File: config.mk
export PLATFORM = sky130hd
export DESIGN_NAME = sqw_counter
export DESIGN_NICKNAME = d
export VERILOG_FILES = /design/src/rtl/sqw_pkg.sv /design/src/rtl/sqw_load_port.sv /design/src/rtl/sqw_gate_edge.sv /design/src/rtl/sqw_half_engine.sv /design/src/rtl/sqw_counter.sv
export SDC_FILE = /design/constraint.sdc
export NUM_CORES = 1
export LEC_CHECK = 0
export BUFFER_PORTS_ARGS = -buffer_cell sky130_fd_sc_hd__buf_2
export CORE_ASPECT_RATIO = 0.9
export CORE_MARGIN = 5
export CORE_UTILIZATION = 50
export CTS_BUF_LIST = sky130_fd_sc_hd__clkbuf_8
export DETAILED_ROUTE_END_ITERATION = 8
export PLACE_DENSITY = 0.78
export SLEW_MARGIN = 10
export SYNTH_ARGS = -nofsm -noshare
export SYNTH_HDL_FRONTEND = slang
export SYNTH_HIERARCHICAL = 1
export SYNTH_SLANG_ARGS = --single-unit
export TNS_END_PERCENT = 20
File: constraint.sdc
create_clock -name clk -period 2.1 [get_ports clk]
set_input_delay 0.21 -clock clk [delete_from_list [all_inputs] [get_ports clk]]
set_output_delay 0.21 -clock clk [all_outputs]
set_load 0.02 [all_outputs]
File: src/rtl/sqw_pkg.sv
package sqw_pkg;

  typedef logic [1:0] step_t;

  // Decrement applied on one counting clock.
  // Even values always move by 2. Odd values move by 1 in the high half
  // and by 3 in the low half, which fixes the duty split for odd counts.
  function automatic step_t half_step(input logic cnt_odd, input logic high_half);
    if (!cnt_odd)      return 2'd2;
    else if (high_half) return 2'd1;
    else               return 2'd3;
  endfunction

endpackage

File: src/rtl/sqw_load_port.sv
module sqw_load_port #(
  parameter int CNT_W = 16
) (
  input  logic               clk,
  input  logic               rst,
  input  logic               cfg_word,
  input  logic               wr_en,
  input  logic [CNT_W/2-1:0] wr_data,
  output logic [CNT_W-1:0]   init_cnt,
  output logic               done_q
);
  localparam int BYTE_W = CNT_W / 2;
  localparam int HI_W   = CNT_W - BYTE_W;

  logic              hi_next;
  logic [BYTE_W-1:0] lo_hold;

  always_ff @(posedge clk) begin
    if (rst) begin
      hi_next  <= 1'b0;
      lo_hold  <= '0;
      init_cnt <= '0;
      done_q   <= 1'b0;
    end else begin
      done_q <= 1'b0;
      if (wr_en) begin
        if (cfg_word) begin
          if (!hi_next) begin
            lo_hold <= wr_data;
            hi_next <= 1'b1;
          end else begin
            init_cnt <= {wr_data[HI_W-1:0], lo_hold};
            hi_next  <= 1'b0;
            done_q   <= 1'b1;
          end
        end else begin
          init_cnt <= {{HI_W{1'b0}}, wr_data};
          hi_next  <= 1'b0;
          done_q   <= 1'b1;
        end
      end
    end
  end

  // a single-byte write lands in the low bits with a zero high part
  p_byte_capture_r10: assert property (@(posedge clk) disable iff (rst)
    (wr_en && !cfg_word) |=> (init_cnt == {{HI_W{1'b0}}, $past(wr_data)} && done_q));

  // the first byte of a two-byte pair never completes a count
  p_low_only_r10: assert property (@(posedge clk) disable iff (rst)
    (wr_en && cfg_word && !hi_next) |=> (!done_q && $stable(init_cnt)));

endmodule

File: src/rtl/sqw_gate_edge.sv
module sqw_gate_edge (
  input  logic clk,
  input  logic rst,
  input  logic gate,
  output logic rise_now,
  output logic trig_q
);
  logic gate_q;

  assign rise_now = gate & ~gate_q;

  always_ff @(posedge clk) begin
    if (rst) begin
      gate_q <= 1'b1;
      trig_q <= 1'b0;
    end else begin
      gate_q <= gate;
      trig_q <= rise_now;
    end
  end

  // a pending trigger lasts exactly one clock
  p_trig_single_r7: assert property (@(posedge clk) disable iff (rst)
    trig_q |=> !trig_q);

endmodule

File: src/rtl/sqw_half_engine.sv
module sqw_half_engine
  import sqw_pkg::*;
#(
  parameter int CNT_W = 16
) (
  input  logic             clk,
  input  logic             rst,
  input  logic             gate,
  input  logic             rise_now,
  input  logic             trig_q,
  input  logic             done_q,
  input  logic [CNT_W-1:0] init_cnt,
  output logic             out_q
);
  localparam int EXT_W = CNT_W + 1;

  logic [EXT_W-1:0] cnt;
  logic [EXT_W-1:0] init_ext;
  logic [EXT_W-1:0] step_ext;
  logic             running;
  logic             load_now;
  logic             advance;
  step_t            step;

  // A count of zero stands for 2^CNT_W
  assign init_ext = (init_cnt == '0) ? {1'b1, {CNT_W{1'b0}}} : {1'b0, init_cnt};
  assign step     = half_step(cnt[0], out_q);
  assign step_ext = {{(EXT_W-2){1'b0}}, step};
  assign load_now = (done_q && !running) || (trig_q && running);
  assign advance  = running && !load_now && gate && !rise_now;

  always_ff @(posedge clk) begin
    if (rst) begin
      cnt     <= '0;
      out_q   <= 1'b1;
      running <= 1'b0;
    end else if (load_now) begin
      cnt     <= init_ext;
      out_q   <= 1'b1;
      running <= 1'b1;
    end else if (running && !gate) begin
      out_q <= 1'b1;
    end else if (advance) begin
      if (cnt <= step_ext) begin
        cnt   <= init_ext;
        out_q <= ~out_q;
      end else begin
        cnt <= cnt - step_ext;
      end
    end
  end

  // every load restarts the high half with the programmed count
  p_load_high_r7: assert property (@(posedge clk) disable iff (rst)
    load_now |=> (out_q && cnt == $past(init_ext)));

  // a low gate freezes the count
  p_hold_gate_low_r6: assert property (@(posedge clk) disable iff (rst)
    (running && !gate && !load_now) |=> $stable(cnt));

  // odd value in the high half steps by one
  p_odd_high_step_r4: assert property (@(posedge clk) disable iff (rst)
    (advance && out_q && cnt[0] && cnt > 1) |=> (cnt == $past(cnt) - 1));

  // odd value in the low half steps by three
  p_odd_low_step_r4: assert property (@(posedge clk) disable iff (rst)
    (advance && !out_q && cnt[0] && cnt > 3) |=> (cnt == $past(cnt) - 3));

  // nothing counts before the first count arrives
  p_idle_high_r1: assert property (@(posedge clk) disable iff (rst)
    !running |-> out_q);

endmodule

File: src/rtl/sqw_counter.sv
module sqw_counter #(
  parameter int CNT_W = 16
) (
  input  logic               clk,
  input  logic               rst,
  input  logic               cfg_word,
  input  logic               wr_en,
  input  logic [CNT_W/2-1:0] wr_data,
  input  logic               gate,
  output logic               out
);
  logic [CNT_W-1:0] init_cnt;
  logic             done_q;
  logic             rise_now;
  logic             trig_q;
  logic             out_q;

  sqw_load_port #(.CNT_W(CNT_W)) u_load (
    .clk      (clk),
    .rst      (rst),
    .cfg_word (cfg_word),
    .wr_en    (wr_en),
    .wr_data  (wr_data),
    .init_cnt (init_cnt),
    .done_q   (done_q)
  );

  sqw_gate_edge u_gate (
    .clk      (clk),
    .rst      (rst),
    .gate     (gate),
    .rise_now (rise_now),
    .trig_q   (trig_q)
  );

  sqw_half_engine #(.CNT_W(CNT_W)) u_eng (
    .clk      (clk),
    .rst      (rst),
    .gate     (gate),
    .rise_now (rise_now),
    .trig_q   (trig_q),
    .done_q   (done_q),
    .init_cnt (init_cnt),
    .out_q    (out_q)
  );

  // Registered level, overridden high by a low gate without a clock
  assign out = out_q | ~gate;

  // a low gate always shows a high output
  p_gate_low_out_high_r6: assert property (@(posedge clk) disable iff (rst)
    !gate |-> out);

endmodule

==> results.yml <==
place:
  portBuffers: 13
  post_dp_cell_area_um2: 2530
  dpl.hpwl_um: 3950
  place_congestion: 0.912
global_route:
  gr-total-overflow: 0
  track_usage_pct: 19.7
  grt_antenna_before_repair: 0
  grt_pass1_vias: 1946
  grt_max_degree: 24
  grt_pass1_wl_um: 9270
clock_tree:
  ctsHoldBuffers: 0
  cts-root-buf: "clkbuf_8"
  cts_buffer_depth: 2
  clk_pin_slew_ns: 0.09
  cts_buffers: 5
  clock-sinks: 47
  cts_max_level: 2
  cts_tree: "yes"
  insertion_delay_ns: 0.30
timing:
  hold_viol: 0
  period_share_pct: 95.6
  period_needed_ns: 2.01
  fin_setup_tns_ns: 0
  grt_setup_unrepaired: "false"
  finClkSkew_ns: 0.0122
  timing.fmax_mhz: 498
  finalSetupViolCount: 0
  final-max-slew-violation-count: 0
  slew_headroom_pct: 68.9
  worst_pin_slew_ns: 0.466
die:
  ios: 14
  dieArea_um2: 6100
  initial_utilization_pct: 51.9
  rows: 23
  core-area_um2: 4460
  fp.dieH_um: 74.6
  die_w_um: 81.8
critical_path:
  r2r_cells: 9
  crit_path_max_fanout: 9
  r2r-end: "u_eng/cnt[8]"
  cp_data_required_time_ns: 2.28
  regToRegSetupSlack_ns: 0.09
  worst_ep_arrival_time_ns: 2.19
  worstSetupEndpointType: "flip-flop"
  start_kind: "flip-flop"
  r2r_start: "u_eng/out_q"
  critPathKind: "flip-flop to flip-flop"
final_layout:
  final_common_cell: "dfxtp_1"
  fillers: 388
  n_antenna_cell: 0
  drive_gt1_share_pct: 20.9
  num-nets-final: 296
  most-common-layout-cells: "dfxtp_1 (44), nand2_1 (23), a21oi_1 (19)"
  area_growth_pct: 17.5
  design_area_um2: 2720
hold_path:
  hold_path_end: "u_load/init_cnt[10]"
  worstHoldPathCells: 2
  hp-class: "input port to flip-flop"
  worstHoldStart: "wr_data[2]"
synthesis:
  syn_avg_cell_area_um2: 9.05
  synth-seq-cells: 47
  synth_edf_count: 0
  ys_types: 55
  synthArstFlopShare_pct: 0
  synth_seq_area_share_pct: 40.6
  syn_area_um2: 2320
  ys.flop_type: "dfxtp_1"
  yosys_warnings: 6
  synth_cells: 256
  synth_nets: 271
detailed_routing:
  wl_um: 5520
  avgViaCountPerCell: 6.06
  wl_per_cell_um: 16.0
  num_vias: 2083
  drt_pass1_iterations: 6
  drt_first_iter_violations: 163
  drc: 0
  ant_nets: 0
run:
  cap_violations: 0
outcome:
  outcome: "finished clean"
pwr:
  power_density_nw_per_um2: 1930
  peakVddDrop_mv: 0.867
  leakage_nw: 1.07
## routing by layer
| metal | vias up | GRT usage, % | wire, um |
|---|---|---|---|
| li1 | 1023 | - | - |
| met1 | 970 | 28.3 | 2560 |
| met2 | 76 | 30.0 | 2480 |
| met3 | 14 | 4.00 | 378 |
| met4 | 0 | 5.90 | 100 |
| met5 | - | 0 | 0 |
## worst max path at each step
stage	endpoint	depth (start not counted)	slack, ns	from
after global routing	u_eng/cnt[8]	9	0.01	u_eng/out_q
after floorplan	u_eng/cnt[7]	7	0.001	u_eng/out_q
after CTS	u_eng/cnt[7]	6	0.01	u_eng/cnt[1]
after detailed placement	u_eng/cnt[7]	6	-0.06	u_eng/cnt[1]
final	u_eng/cnt[8]	9	0.09	u_eng/out_q
after global placement	u_eng/cnt[7]	6	-0.005	u_eng/out_q
## timing repair
action,in CTS,in global routing
pin swaps,0,3
setup buffers,0,0
resized for setup,2,13
setup endpoints to repair,3,15
## Yosys cell counts, types with 5 or more instances
cell / n / area (um2)
dfxtp_1: 47 / 941
nand2_1: 24 / 90.1
a21oi_1: 20 / 100
inv_1: 15 / 56.3
mux2i_1: 13 / 130
nor2_1: 10 / 37.5
nor4_1: 9 / 56.3
o32ai_1: 9 / 78.8
a22o_1: 8 / 70.1
clkbuf_1: 8 / 30.0
o2bb2ai_1: 8 / 70.1
a22oi_1: 6 / 45.0
nand3_1: 6 / 30.0
buf_4: 5 / 37.5
nor2b_1: 5 / 31.3
## critical path, stage by stage, from the launching register on
cell and delay, ns:
dfxtp_2 0.33, nand2_2 0.09, inv_1 0.05, ha_1 0.19, nor2b_1 0.16, or4_4 0.45
o21ai_4 0.18, buf_6 0.15, nand4b_1 0.14, o311ai_0 0.14
## cell families after synthesis
group | synth area share, %
muxes | 6.10
buffers and inverters | 5.56
and+or+nand+nor | 20.9
xor gates and xnor gates | 1.13
DFF | 40.6
adders and majority gates | 1.08
AOI/OAI and AO/OA | 24.6
## per-stage QoR
stage | util, % | total power [mW] | std cells | hold slack (ns) | setup slack, ns
2_1_floorplan | - | 3.27 | 256 | 0.281 | 0.00114
3_3_place_gp | 56.7 | 4.11 | 336 | 0.422 | -0.00470
3_5_place_dp | 56.7 | 4.14 | 336 | 0.430 | -0.0627
4_1_cts | 59.9 | 4.95 | 344 | 0.139 | 0.00992
5_1_grt | 61.1 | 5.63 | 344 | 0.139 | 0.0102
6_report | 61.1 | 5.26 | 344 | 0.145 | 0.0920
## where the power goes
group / switching (mW) / internal (mW)
clock network: 0.299 / 0.471
registers: 0.148 / 1.05
logic: 1.75 / 1.54
total: 2.20 / 3.06
## state kept, by name, summed over array words and instances, names as in the netlist
register / flops
u_eng/cnt: 17
u_eng/out_q: 1
u_eng/running: 1
u_gate/gate_q: 1
u_gate/trig_q: 1
u_load/done_q: 1
u_load/hi_next: 1
u_load/init_cnt: 16
u_load/lo_hold: 8
## final cells by class
type                       count  area [um2]  share of cell area (%)
tap                           62        77.6                    2.85
clock buffer                   5        68.8                    2.53
multi-input combinational    180        1300                    47.8
inverter                      15        56.3                    2.07
clock inverter                 3        63.8                    2.34
sequential                    47         945                    34.7
timing repair buffer          32         211                    7.76
Note: power is estimated with default switching activity, not from simulation.
